### src/rtl/lockg_pkg.sv
package lockg_pkg;
   typedef enum logic {
      LK_FREE = 1'b0,
      LK_HELD = 1'b1
   } lk_state_e;
endpackage

### src/rtl/lockg_rr_pick.sv
module lockg_rr_pick #(
   parameter int N_REQ = 4,
   localparam int IW = $clog2(N_REQ)
) (
   input  logic [N_REQ-1:0] req,
   input  logic [IW-1:0]    ptr,
   output logic             any,
   output logic [IW-1:0]    win
);
   always_comb begin
      any = 1'b0;
      win = '0;
      for (int k = N_REQ - 1; k >= 0; k--) begin
         int s;
         s = int'(ptr) + k;
         if (s >= N_REQ) s = s - N_REQ;
         if (req[s]) begin
            any = 1'b1;
            win = IW'(s);
         end
      end
   end
endmodule

### src/rtl/lockg_stale_timer.sv
module lockg_stale_timer #(
   parameter int TMO_W = 8
) (
   input  logic             clk,
   input  logic             rst_n,
   input  logic             arm,
   input  logic [TMO_W-1:0] limit,
   output logic             expire
);
   logic [TMO_W-1:0] cnt;
   logic [TMO_W:0]   eff_lim;
   logic [TMO_W:0]   cnt_nxt;

   assign eff_lim = (limit == '0) ? (TMO_W+1)'(1) : {1'b0, limit};
   assign cnt_nxt = {1'b0, cnt} + (TMO_W+1)'(1);
   assign expire  = arm && (cnt_nxt >= eff_lim);

   always_ff @(posedge clk or negedge rst_n) begin
      if (!rst_n) begin
         cnt <= '0;
      end else if (!arm || expire) begin
         cnt <= '0;
      end else begin
         cnt <= cnt_nxt[TMO_W-1:0];
      end
   end

   // a count that restarts cannot expire on the following cycle unless the limit is one
   assert_restart_holds_R7: assert property (@(posedge clk) disable iff (!rst_n)
      (!arm && limit > 1) |=> !expire || $changed(limit));
endmodule

### src/rtl/lockg_top.sv
module lockg_top
   import lockg_pkg::*;
#(
   parameter int N_REQ = 4,
   parameter int TMO_W = 8,
   localparam int IW = $clog2(N_REQ)
) (
   input  logic             clk,
   input  logic             rst_n,
   input  logic [N_REQ-1:0] acq_req,
   input  logic [N_REQ-1:0] rel_stb,
   input  logic [N_REQ-1:0] alive,
   input  logic [TMO_W-1:0] stale_limit,
   output logic [N_REQ-1:0] grant,
   output logic             evict_pulse,
   output logic [IW-1:0]    evict_id
);
   if (N_REQ < 2) begin : g_bad_nreq
      $error("lockg_top: N_REQ must be at least 2");
   end
   if (TMO_W < 1) begin : g_bad_tmo
      $error("lockg_top: TMO_W must be at least 1");
   end

   lk_state_e     st;
   logic [IW-1:0] owner;
   logic [IW-1:0] ptr;
   logic          evict_q;
   logic [IW-1:0] evict_id_q;

   logic          pick_any;
   logic [IW-1:0] pick_win;
   logic          waiter;
   logic          holder_rel;
   logic          holder_dead;
   logic          arm;
   logic          expire;

   for (genvar i = 0; i < N_REQ; i++) begin : g_grant
      assign grant[i] = (st == LK_HELD) && (owner == IW'(i));
   end

   assign waiter      = |(acq_req & ~grant);
   assign holder_rel  = rel_stb[owner];
   assign holder_dead = !alive[owner];
   assign arm         = (st == LK_HELD) && !holder_rel && holder_dead && waiter;

   lockg_rr_pick #(.N_REQ(N_REQ)) u_pick (
      .req (acq_req),
      .ptr (ptr),
      .any (pick_any),
      .win (pick_win)
   );

   lockg_stale_timer #(.TMO_W(TMO_W)) u_timer (
      .clk    (clk),
      .rst_n  (rst_n),
      .arm    (arm),
      .limit  (stale_limit),
      .expire (expire)
   );

   always_ff @(posedge clk or negedge rst_n) begin
      if (!rst_n) begin
         st         <= LK_FREE;
         owner      <= '0;
         ptr        <= '0;
         evict_q    <= 1'b0;
         evict_id_q <= '0;
      end else begin
         evict_q <= 1'b0;
         if (st == LK_HELD) begin
            if (holder_rel) begin
               st <= LK_FREE;
            end else if (expire) begin
               st         <= LK_FREE;
               evict_q    <= 1'b1;
               evict_id_q <= owner;
            end
         end else if (pick_any) begin
            st    <= LK_HELD;
            owner <= pick_win;
            ptr   <= (pick_win == IW'(N_REQ - 1)) ? '0 : pick_win + IW'(1);
         end
      end
   end

   assign evict_pulse = evict_q;
   assign evict_id    = evict_id_q;

   assert_grant_onehot_R2: assert property (@(posedge clk) disable iff (!rst_n)
      $onehot0(grant));

   assert_free_req_grants_R2: assert property (@(posedge clk) disable iff (!rst_n)
      (grant == '0 && acq_req != '0) |=> $countones(grant) == 1);

   // only a holder release or a dead holder can move the grant
   assert_keep_holder_R4: assert property (@(posedge clk) disable iff (!rst_n)
      (grant != '0 && (grant & rel_stb) == '0 && (grant & alive) != '0) |=> grant == $past(grant));

   assert_holder_release_R5: assert property (@(posedge clk) disable iff (!rst_n)
      ((grant & rel_stb) != '0) |=> grant == '0);

   assert_evict_cause_R7: assert property (@(posedge clk) disable iff (!rst_n)
      $rose(evict_pulse) |-> $past(grant != '0 && (grant & alive) == '0 && (acq_req & ~grant) != '0));

   assert_evict_drops_R8: assert property (@(posedge clk) disable iff (!rst_n)
      evict_pulse |-> grant == '0);

   assert_after_evict_R9: assert property (@(posedge clk) disable iff (!rst_n)
      (evict_pulse && acq_req != '0) |=> $countones(grant) == 1 && !evict_pulse);
endmodule

### config.mk
export PLATFORM = sky130hd
export DESIGN_NAME = lockg_top
export DESIGN_NICKNAME = d
export VERILOG_FILES = /design/src/rtl/lockg_pkg.sv /design/src/rtl/lockg_rr_pick.sv /design/src/rtl/lockg_stale_timer.sv /design/src/rtl/lockg_top.sv
export SDC_FILE = /design/constraint.sdc
export NUM_CORES = 1
export LEC_CHECK = 0
export ABC_AREA = 1
export BUFFER_PORTS_ARGS = -buffer_cell sky130_fd_sc_hd__buf_4
export CAP_MARGIN = 15
export CORE_ASPECT_RATIO = 1.75
export CORE_MARGIN = 8
export CORE_UTILIZATION = 58
export DETAILED_ROUTE_END_ITERATION = 8
export GPL_TIMING_DRIVEN = 0
export PLACE_DENSITY = 0.93
export SLEW_MARGIN = 25
export SYNTH_ARGS = -nofsm -noshare
export SYNTH_HDL_FRONTEND = slang
export SYNTH_HIERARCHICAL = 1
export SYNTH_SLANG_ARGS = --single-unit
### constraint.sdc
create_clock -name clk -period 6.2 [get_ports clk]
set_clock_uncertainty 0.05 [all_clocks]
set_input_delay 0.93 -clock clk [delete_from_list [all_inputs] [get_ports clk]]
set_output_delay 0.93 -clock clk [all_outputs]
set_load 0.01 [all_outputs]
==> run summary <==
Worst hold path type: flop to flop
Clk buf depth: 2
Critical path data required time: 6290 ps
Via Count: 1288
Max VDD drop: 255.7 uV
Fin. Hold Viols: 0
Pin count of the biggest net entering global routing: 17
Least-Margin Pin Slew: 349.0 ps
Hold path start: evict_id[0]
Starting Density: 60.37%
Die Ht: 79.94 um
CP Capture Type: flop
Max-slew violations: 0
Gp weighted congestion: 0.8442
Switching power total: 254.2 uW
Initial antenna violation count: 0
CTS tree: done
Final wirelength: 2769 um
Logic pwr share: 60.0%
Internal Pwr Total: 304.4 uW
CTS root buffer: clkbuf_8
First-pass GRT wire length: 4988 um
Vias in the first global route: 1282
Pre-antenna DRT Iters: 4
Yosys top cell area share: 29.55%
Sequential fraction of the synthesis area: 29.55%
Commonest non-fill, non-tap cells in the layout: 60 x nand2_1, 29 x inv_1, 28 x buf_4
Post-Syn Nets: 231
Final setup fails: 0
Post-CTS Resized: 0
Status: complete, no violations
Worst r2r src: u_timer/cnt[0]
Sw Ratio: 45.51%
Syn_area_per_cell: 6.809 um^2
Max-slew headroom: 76.68%
# nets final: 264
Leak: 0.9329 nW
Area leader, netlist: dfrtp_1
Port-buffer cells: 28
Die area: 0.004200 mm^2
Yosys warns: 6
Cell area after synthesis: 0.001355 mm^2
Sequential share of power: 26.8%
WP data arrival: 2670 ps
Tot GR Track Use: 14.67%
Final cycle utilization of the critical path: 41.67%
CP startpoint kind: input pin
Total power: 558.6 uW
PD cells: 341.1 mW/mm^2
Total Neg Setup Slack: 0 ps
Area of the core: 0.002245 mm^2
Area contributors post-synth: dfrtp_1 30%, nand2_1 17%, ha_1 9.2%
Row count: 23
Antenna fix cells: 0
Unrepaired setup endpoints after global routing: false
DR vias/cell: 5.051
Most common cell after layout, fill and taps aside: nand2_1
Max Clock Freq: 0.3871 GHz
Yosys reg bits: 16
Iteration-0 DRC Markers: 19
Post-CTS Hold Buffers: 0
Clock power share: 13.2%
Residual DRC: 0
Crit path max fanout: 4
Synth cell types: 29
I/O pin total: 29
Final HPWL DP: 2400 um
Clock Latency Late Sink: 240 ps
H-Tree Depth: 1
Area Growth Syn to Fin: 20.87%
Chip Width: 52.54 um
Crit path time final: 2583 ps
CTS Buf Count: 3
DR WL/cell: 10.86 um
Fraction of layout cells with a size suffix above 1: 25.22%
Clock Pin Slew Worst Setup and Hold Paths: 60 ps
CP Class: input pin to flop
Final ANT Viol Nets: 0
Post-CTS setup buffer count: 0
Worst Setup SP: stale_limit[2]
Cells after Synth: 199
Maxcap violations: 0
Grt total ovfl: 0
Sink Count: 16
-- Yosys cell counts --
cell type,count
xor2_1,3
dfrtp_1,16
nand3_1,13
o21a_1,1
buf_6,2
o21ai_1,3
nand2_4,1
nand4_1,3
nand2_1,60
inv_2,7
o21ai_2,1
a21boi_1,2
a31o_2,1
nor2_4,2
a31oi_1,1
nand2_2,3
xor2_2,1
or2_2,1
nor2_1,20
nor2_2,2
clkinv_2,1
o21ai_0,5
a21oi_1,4
inv_1,29
and2_4,1
nor3_1,1
ha_1,10
xnor2_1,1
nand3_2,4
-- critical path: stages --
cell and delay, ps:
buf_4 80, inv_1 50, nand3_1 80, nor3_1 40, a31o_2 190, ha_1 260, inv_1 30, nand2_1 50
nand2_1 60, nand3_1 90, nand2_1 60, nand2_1 70, nand2_1 80, a21boi_1 300, nand3_2 160, nand2_1 80
nand2_1 40
-- registers in the layout, summed over array words and instances (netlist names) --
register     cells
evict_id         2
evict_pulse      1
owner            2
ptr              2
st               1
u_timer/cnt      8
-- worst paths after layout --
kind | endpoint | slack (ps) | cells after the start
worst max-delay path | evict_id[1] | 3620 | 17
worst max register to register | evict_id[1] | 3690 | 15
max in group asynchronous | u_timer/cnt[3] | 5450 | 1
worst min register to register | evict_id[0] | 440 | 2
min in group asynchronous | evict_pulse | 480 | 1
worst min-delay path | evict_id[0] | 440 | 2
-- cell families after synthesis --
kind of cell               synth area share [%]
buffers and inverters                     12.00
xor gates and xnor gates                  3.787
and+or+nand+nor                           37.58
AOI/OAI and AO/OA                         7.848
adders and majority gates                 9.234
DFF                                       29.55
-- power groups by stage --
| stage | Sequential [mW] | Combinational [mW] | Clock [mW] |
|---|---|---|---|
| after detailed placement | 0.151 | 0.340 | 0 |
| after floorplan | 0.146 | 0.260 | 0 |
| after CTS | 0.149 | 0.341 | 0.0735 |
| after global placement | 0.150 | 0.329 | 0 |
| final | 0.150 | 0.335 | 0.0737 |
| after global routing | 0.152 | 0.388 | 0.0765 |
-- metrics by stage --
| step | hold slack [ps] | cells | cell area, um^2 | setup WS (ps) | utilization, % |
|---|---|---|---|---|---|
| 2_1_floorplan | 427.0 | 199 | 1355 | 3724 | - |
| 3_3_place_gp | 407.4 | 252 | 1597 | 3465 | 71.13 |
| 3_5_place_dp | 414.2 | 252 | 1597 | 3382 | 71.13 |
| 4_1_cts | 436.6 | 255 | 1638 | 3631 | 72.97 |
| 5_1_grt | 451.5 | 255 | 1638 | 3420 | 72.97 |
| 6_report | 438.9 | 255 | 1638 | 3617 | 72.97 |
-- metal layers --
metal	vias up	track usage [%]	wire length, um	part of all wire, %
met5	-	0	0	0
met4	0	7.031	60	2.2
met3	6	1.679	97	3.5
met2	28	26.85	1569	57
met1	576	15.49	1042	38
li1	678	-	-	-
-- final cells by class --
class | count | area [um^2]
clock buffers | 3 | 41.29
flip-flops and latches | 16 | 400.4
inverters | 37 | 140.1
fillers | 191 | 606.8
well taps | 25 | 31.28
repair buffers | 28 | 210.2
plain buffers | 2 | 22.52
multi-input cells | 144 | 792.0
Note: power is estimated with default switching activity, not from simulation.
